### src/rtl/lei_pkg.sv
package lei_pkg;

    localparam int unsigned ADDR_W = 2;
    localparam int unsigned DATA_W = 8;

    localparam logic [ADDR_W-1:0] ADDR_CTRL = 2'd0;
    localparam logic [ADDR_W-1:0] ADDR_MASK = 2'd1;
    localparam logic [ADDR_W-1:0] ADDR_STAT = 2'd2;
    localparam logic [ADDR_W-1:0] ADDR_LIVE = 2'd3;

    localparam int unsigned N_SRC = 5;

    typedef struct packed {
        logic bt_en;
        logic ring_pin_sel;
        logic ring_both;
        logic irq_pol;
        logic gie;
    } ctrl_t;

    typedef struct packed {
        logic drop;
        logic bt;
        logic ovl;
        logic ring;
    } mask_t;

    typedef struct packed {
        logic drop_int;
        logic drop_stat;
        logic bt_int;
        logic bt_det;
        logic ovl_int;
        logic ovl_stat;
        logic ring_flag;
    } stat_t;

    localparam int unsigned CTRL_W = $bits(ctrl_t);
    localparam int unsigned MASK_W = $bits(mask_t);
    localparam int unsigned STAT_W = $bits(stat_t);

    localparam stat_t STAT_SW_CLEARABLE = '{
        drop_int: 1'b1, drop_stat: 1'b1, bt_int: 1'b0, bt_det: 1'b0,
        ovl_int: 1'b1, ovl_stat: 1'b1, ring_flag: 1'b1
    };

    typedef struct packed {
        ctrl_t ctrl;
        mask_t mask;
        stat_t stat;
        logic  env_prev;
    } regs_t;

endpackage

### src/rtl/lei_sync.sv
module lei_sync #(
    parameter int unsigned WIDTH  = 1,
    parameter int unsigned STAGES = 2
) (
    input  logic             clk,
    input  logic             rst_n,
    input  logic [WIDTH-1:0] async_i,
    output logic [WIDTH-1:0] sync_o
);

    logic [WIDTH-1:0] stage_q [STAGES];

    always_ff @(posedge clk or negedge rst_n) begin
        if (!rst_n) begin
            for (int i = 0; i < STAGES; i++) stage_q[i] <= '0;
        end else begin
            stage_q[0] <= async_i;
            for (int i = 1; i < STAGES; i++) stage_q[i] <= stage_q[i-1];
        end
    end

    assign sync_o = stage_q[STAGES-1];

endmodule

### src/rtl/lei_oneshot.sv
module lei_oneshot #(
    parameter int unsigned PULSE_CYC = 500_000_000
) (
    input  logic clk,
    input  logic rst_n,
    input  logic trig_i,
    output logic active_o
);

    localparam int unsigned CNT_W = $clog2(PULSE_CYC + 1);
    localparam logic [CNT_W-1:0] CNT_LOAD = CNT_W'(PULSE_CYC);

    logic [CNT_W-1:0] cnt_d, cnt_q;
    logic             trig_prev_d, trig_prev_q;

    always_comb begin
        cnt_d       = cnt_q;
        trig_prev_d = trig_i;
        if (cnt_q != '0) begin
            cnt_d = cnt_q - 1'b1;
        end else if (trig_i && !trig_prev_q) begin
            cnt_d = CNT_LOAD;
        end
    end

    always_ff @(posedge clk or negedge rst_n) begin
        if (!rst_n) begin
            cnt_q       <= '0;
            trig_prev_q <= 1'b0;
        end else begin
            cnt_q       <= cnt_d;
            trig_prev_q <= trig_prev_d;
        end
    end

    assign active_o = (cnt_q != '0);

endmodule

### src/rtl/line_evt_intc.sv
module line_evt_intc
    import lei_pkg::*;
#(
    parameter int unsigned ONESHOT_CYC = 500_000_000,
    parameter int unsigned SYNC_STAGES = 2
) (
    input  logic              clk,
    input  logic              rst_n,
    input  logic              ring_env_i,
    input  logic              ring_cross_i,
    input  logic              rx_ovl_i,
    input  logic              btone_i,
    input  logic              loop_drop_i,
    input  logic              wr_en_i,
    input  logic [ADDR_W-1:0] wr_addr_i,
    input  logic [DATA_W-1:0] wr_data_i,
    input  logic [ADDR_W-1:0] rd_addr_i,
    output logic [DATA_W-1:0] rd_data_o,
    output logic              ring_pin_o,
    output logic              irq_pin_o
);

    logic [N_SRC-1:0] raw_in, sync_in;
    logic env_s, cross_s, ovl_s, bt_s, drop_s;
    logic os_active;
    logic irq_act;
    regs_t regs_d, regs_q;

    assign raw_in = {ring_env_i, ring_cross_i, rx_ovl_i, btone_i, loop_drop_i};
    assign {env_s, cross_s, ovl_s, bt_s, drop_s} = sync_in;

    lei_sync #(.WIDTH(N_SRC), .STAGES(SYNC_STAGES)) u_sync (
        .clk     (clk),
        .rst_n   (rst_n),
        .async_i (raw_in),
        .sync_o  (sync_in)
    );

    lei_oneshot #(.PULSE_CYC(ONESHOT_CYC)) u_oneshot (
        .clk      (clk),
        .rst_n    (rst_n),
        .trig_i   (cross_s),
        .active_o (os_active)
    );

    // next-state computation
    always_comb begin
        logic  wr_ctrl, wr_mask, wr_stat;
        logic  ring_evt;
        stat_t clr;
        stat_t cur;

        regs_d  = regs_q;
        cur     = regs_q.stat;
        wr_ctrl = wr_en_i && (wr_addr_i == ADDR_CTRL);
        wr_mask = wr_en_i && (wr_addr_i == ADDR_MASK);
        wr_stat = wr_en_i && (wr_addr_i == ADDR_STAT);

        if (wr_ctrl) regs_d.ctrl = ctrl_t'(wr_data_i[CTRL_W-1:0]);
        if (wr_mask) regs_d.mask = mask_t'(wr_data_i[MASK_W-1:0]);

        clr = wr_stat ? stat_t'(~wr_data_i[STAT_W-1:0] & STAT_SW_CLEARABLE) : stat_t'('0);

        ring_evt = (env_s && !regs_q.env_prev)
                 || (regs_q.ctrl.ring_both && !env_s && regs_q.env_prev);
        regs_d.env_prev = env_s;

        // set has priority over a same-cycle software clear
        regs_d.stat.ring_flag = (cur.ring_flag & ~clr.ring_flag) | ring_evt;
        regs_d.stat.ovl_stat  = (cur.ovl_stat  & ~clr.ovl_stat)  | ovl_s;
        regs_d.stat.ovl_int   = (cur.ovl_int   & ~clr.ovl_int)   | ovl_s;
        regs_d.stat.drop_stat = (cur.drop_stat & ~clr.drop_stat) | drop_s;
        regs_d.stat.drop_int  = (cur.drop_int  & ~clr.drop_int)  | drop_s;

        if (!regs_d.ctrl.bt_en) begin
            regs_d.stat.bt_det = 1'b0;
            regs_d.stat.bt_int = 1'b0;
        end else begin
            regs_d.stat.bt_det = cur.bt_det | (bt_s & regs_q.ctrl.bt_en);
            regs_d.stat.bt_int = cur.bt_int | (bt_s & regs_q.ctrl.bt_en);
        end
    end

    always_ff @(posedge clk or negedge rst_n) begin
        if (!rst_n) regs_q <= '0;
        else        regs_q <= regs_d;
    end

    // outputs
    always_comb begin
        logic [MASK_W-1:0] pend;
        pend = {regs_q.stat.drop_int, regs_q.stat.bt_int,
                regs_q.stat.ovl_int, regs_q.stat.ring_flag};
        irq_act    = regs_q.ctrl.gie && |(pend & regs_q.mask);
        irq_pin_o  = regs_q.ctrl.irq_pol ? irq_act : !irq_act;
        ring_pin_o = regs_q.ctrl.ring_pin_sel ? os_active : env_s;
    end

    always_comb begin
        rd_data_o = '0;
        case (rd_addr_i)
            ADDR_CTRL: rd_data_o[CTRL_W-1:0] = regs_q.ctrl;
            ADDR_MASK: rd_data_o[MASK_W-1:0] = regs_q.mask;
            ADDR_STAT: rd_data_o[STAT_W-1:0] = regs_q.stat;
            default:   rd_data_o[3:0] = {irq_act, ring_pin_o, ovl_s, env_s};
        endcase
    end

endmodule

### config.mk
export PLATFORM = sky130hd
export DESIGN_NAME = line_evt_intc
export DESIGN_NICKNAME = d
export VERILOG_FILES = /design/src/rtl/lei_pkg.sv /design/src/rtl/lei_sync.sv /design/src/rtl/lei_oneshot.sv /design/src/rtl/line_evt_intc.sv
export SDC_FILE = /design/constraint.sdc
export NUM_CORES = 1
export LEC_CHECK = 0
export ABC_AREA = 0
export BUFFER_PORTS_ARGS = -buffer_cell sky130_fd_sc_hd__buf_2
export CORE_ASPECT_RATIO = 1.4
export CORE_MARGIN = 8
export CORE_UTILIZATION = 62
export DETAILED_ROUTE_END_ITERATION = 10
export PLACE_DENSITY = 0.88
export SYNTH_ARGS = -nofsm -noshare
export SYNTH_HDL_FRONTEND = slang
export SYNTH_SLANG_ARGS = --single-unit
### constraint.sdc
create_clock -name clk -period 3.6 [get_ports clk]
set_input_delay 0.36 -clock clk [delete_from_list [all_inputs] [get_ports clk]]
set_output_delay 0.36 -clock clk [all_outputs]
set_load 0.03 [all_outputs]
==> run summary <==
The routed length per instance was 16.8 µm. Master of the slowest instance on the critical path: sky130_fd_sc_hd__or4_1. The clock arrives with 0.00695 ns of skew.

The number of warnings issued by yosys is 0. Setup repair after global routing left no endpoint under its margin. For the final core utilization, the log shows 71.0%. In this run the clock root is driven by a sky130_fd_sc_hd__clkbuf_8. Setup violations remaining at the end of the flow were counted as 0. Post-CTS repair changed the size of 0 cells. Across the VDD grid, the largest voltage drop is 0.261 mV. The floorplan step set the die height to 92.6 µm. Synthesis produced a netlist with a net count of 239.

At the worst endpoint, the required time is 3.24 ns. Yosys mapped a number of flops with a built-in enable equal to 0. The share of final-layout standard cells stronger than drive strength 1 is 25.5%, and the area enclosed by the die boundary is 6550 µm².

The run finished with clean final reports. The critical path goes through or4_1 > nor3_2 > and3_1 > buf_4 > a41oi_1 > buf_2. The tools report the total wirelength of the detailed-routed design as 5040 µm.

In this run the most used layer during global routing was met2. The last weighted congestion value of the routability-driven placer is 0.855, and the average cell area after synthesis is 11.9 µm². Among all flip-flop cells after synthesis, the most frequent one is sky130_fd_sc_hd__dfrtp_1. The synthesized design spends more area on one cell type than any other, namely sky130_fd_sc_hd__dfrtp_1. Initial antenna violation count: 0. Endpoint with the worst hold slack: u_sync.stage_q[7]$_DFF_PN0_. The critical path start-end classification was flip-flop to output pin.

The met1 track demand over resource is 17.8%. The total I/O pin count was 30. Via count of the first global-routing pass: 1887. The number of vias per cell works out to 6.09. The core region is 4130 µm². The number of buffers between clock root and the deepest sink came out at 2. For this run, the post-layout net count is 271. The total routing usage reported by global routing was 17.1%. The pin count of the biggest net entering global routing came out at 47. The worst-margin pin slew was 0.959 ns; the post-route antenna net violation count was 0. In the routed design, unresolved DRC markers number 0. The logs give 1.27 ns for the internal reg-to-reg setup slack and 54.9% for the portion of the post-synthesis area used by sequential elements. The total power was 1.47 mW; the horizontal extent of the die was 70.7 µm.

For the final routed database, the setup TNS stands at 0 ns. The run gives 0 as the final hold violation count. The count of input and output buffers is 27, and the maximum cell stage delay along the critical path is 0.62 ns.

The worst setup path is launched from a flip-flop. After synthesis the cells add up to 2600 µm². For the number of clock buffers inserted by TritonCTS, the log shows 9. The total iterations of the first detailed-routing run came out at 4.

The worst hold path begins at rx_ovl_i. The initial utilization of the core area, before any placement, comes to 62.9%. The synthesized design devotes to its leading area cell type 54.9% of total area. The clock reaches the later pin of the worst-skew pair after 0.33 ns. For the worst flop-to-flop path, the logic depth is 5.

The met3 track demand over resource is 7.78%, and the number of clock sinks is 57. The time the final worst path needs with I/O delays and setup was 2.89 ns. Leading cell type in the layout, fill and taps excluded: sky130_fd_sc_hd__dfrtp_1. Derived from the worst setup path, the maximum achievable clock frequency is 0.346 GHz.

The tools report the total via count after detailed routing as 1828. Global routing used 27.9% of the available met2 tracks. The placement row count was 28; the highest fanout seen on the critical path was 21. The H-tree was split into 3 levels.

Proportion of synthesized flip-flops having asynchronous set or reset: 100%. The tools report the total inserted antenna cells as 0. The min-delay analysis places its worst path in the category primary input to flip-flop. Yosys attributes the largest share of cell area to sky130_fd_sc_hd__dfrtp_1 (55%), sky130_fd_sc_hd__mux2_2 (5.2%), sky130_fd_sc_hd__xor2_1 (4.0%). The layout-stage area growth over the synthesis result works out to 13.0%. TritonCTS built the clock tree. In this run, synthesis produced a sequential element count of 57. The origin of the critical flop-to-flop path is u_oneshot.cnt_q[5]$_DFFE_PN0P_.

The ratio of total power to cell area was 500 nW/µm². The endpoint of the lowest-slack register-to-register path is u_oneshot.cnt_q[23]$_DFFE_PN0P_. Element type at the critical path end: an output pin.

The wire-length estimate of the detail-placed layout is 3540 µm. The synthesized instance count is 218, and the register clock-pin slew on the reported worst setup and hold paths is 0.06 ns. In this run, post-CTS hold repair placed 0 buffers.

For this design the static power due to leakage is 1.30 nW. The count of routing violations after the opening detailed-route iteration came out at 122. Across the run, the number of max-cap violations was 0. Global routing finished with a remaining overflow of 0. Final number of max-transition violations: 0. In the layout the commonest cells are sky130_fd_sc_hd__dfrtp_1 (57), sky130_fd_sc_hd__buf_2 (27), sky130_fd_sc_hd__nor2_1 (14). In this run, distinct cell masters in the synthesized netlist total 43. Final clock period utilization by the worst path: 80.4%. The number of setup buffers added after CTS is 0. The number of cells on the worst hold path was 1; the data arrival time of the critical path was 2.53 ns. The first global-routing pass estimated 8620 µm of wire. Worst slew slack as a fraction of its limit: 36.1%.
## metal layers
layer / vias to the layer above / share of wire (%)
li1: 861 / -
met4: 0 / 1.9
met3: 10 / 7.0
met1: 886 / 39
met2: 71 / 52
met5: - / 0
## worst max path at each step
stage	end	startpoint	slack (ns)	depth (start not counted)
after floorplan	rd_data_o[2]	u_oneshot.cnt_q[20]$_DFFE_PN0P_	1.15	5
after global placement	rd_data_o[2]	u_oneshot.cnt_q[20]$_DFFE_PN0P_	1.14	6
after detailed placement	rd_data_o[2]	u_oneshot.cnt_q[20]$_DFFE_PN0P_	1.07	6
after CTS	rd_data_o[2]	u_oneshot.cnt_q[20]$_DFFE_PN0P_	0.70	6
after global routing	rd_data_o[2]	u_oneshot.cnt_q[0]$_DFFE_PN0P_	0.56	8
final	rd_data_o[2]	u_oneshot.cnt_q[20]$_DFFE_PN0P_	0.71	6
## layout make-up
cell class	instances	area [µm²]
clock inverter	3	15.0
inverter	4	15.0
sequential	57	1430
tap	45	56.3
multi-input combinational	149	1110
timing repair buffer	29	150
fill	297	1200
clock buffer	13	159
## worst max-delay path: cells and delay by family, from the launching register on
family | cells | cell delay, ns
compound gates | 1 | 0.15
buf+inv | 2 | 0.45
flops | 1 | 0.42
simple gates | 3 | 1.18
## power by group
group | internal [mW] | switching, mW | leakage, nW | total, mW
clock | 0.284 | 0.231 | 0.0932 | 0.515
combinational | 0.0859 | 0.104 | 0.534 | 0.190
sequential | 0.703 | 0.0613 | 0.669 | 0.764
total | 1.07 | 0.397 | 1.30 | 1.47
## synth_stat cells (2+ instances only)
library cell / n
sky130_fd_sc_hd__nor2_1: 14
sky130_fd_sc_hd__nand2b_1: 7
sky130_fd_sc_hd__nand3_1: 2
sky130_fd_sc_hd__o21ai_0: 8
sky130_fd_sc_hd__mux2_2: 12
sky130_fd_sc_hd__and3_1: 3
sky130_fd_sc_hd__or4_1: 9
sky130_fd_sc_hd__xor2_1: 12
sky130_fd_sc_hd__or4_4: 2
sky130_fd_sc_hd__inv_1: 4
sky130_fd_sc_hd__and3b_1: 2
sky130_fd_sc_hd__mux4_2: 3
sky130_fd_sc_hd__dfrtp_1: 57
sky130_fd_sc_hd__nor3_2: 2
sky130_fd_sc_hd__nand2_1: 4
sky130_fd_sc_hd__nor4_1: 6
sky130_fd_sc_hd__a21oi_1: 7
sky130_fd_sc_hd__a22oi_1: 2
sky130_fd_sc_hd__nand3b_1: 3
sky130_fd_sc_hd__clkbuf_1: 5
sky130_fd_sc_hd__a211oi_1: 4
sky130_fd_sc_hd__a21o_1: 3
sky130_fd_sc_hd__o31ai_1: 3
sky130_fd_sc_hd__nor3_1: 11
sky130_fd_sc_hd__or3_1: 7
sky130_fd_sc_hd__xnor2_1: 5
sky130_fd_sc_hd__mux2i_1: 5
## registers in the layout, indices dropped and copies added (netlist names)
register               cells
u_oneshot.cnt_q           29
u_sync.sync_o              5
u_oneshot.trig_prev_q      1
u_sync.stage_q             5
regs_q                    17
## cells by family after synthesis
kind of cell,share of synthesized area (%)
AOI/OAI and AO/OA,7.56
xor gates and xnor gates,5.73
adders and majority gates,0.481
buffers and inverters,2.21
DFF,54.9
muxes,9.73
other,0.144
and+or+nand+nor,19.3
## through the flow
stage	cell area, µm²	instances	hold slack, ns	setup WS, ns
5_1_grt	2940	300	0.107	0.557
3_5_place_dp	2760	284	0.336	1.07
6_report	2940	300	0.133	0.707
2_1_floorplan	2600	218	0.0644	1.15
3_3_place_gp	2760	284	0.332	1.14
4_1_cts	2940	300	0.119	0.705
No activity file was read; power rests on OpenSTA's default activity.
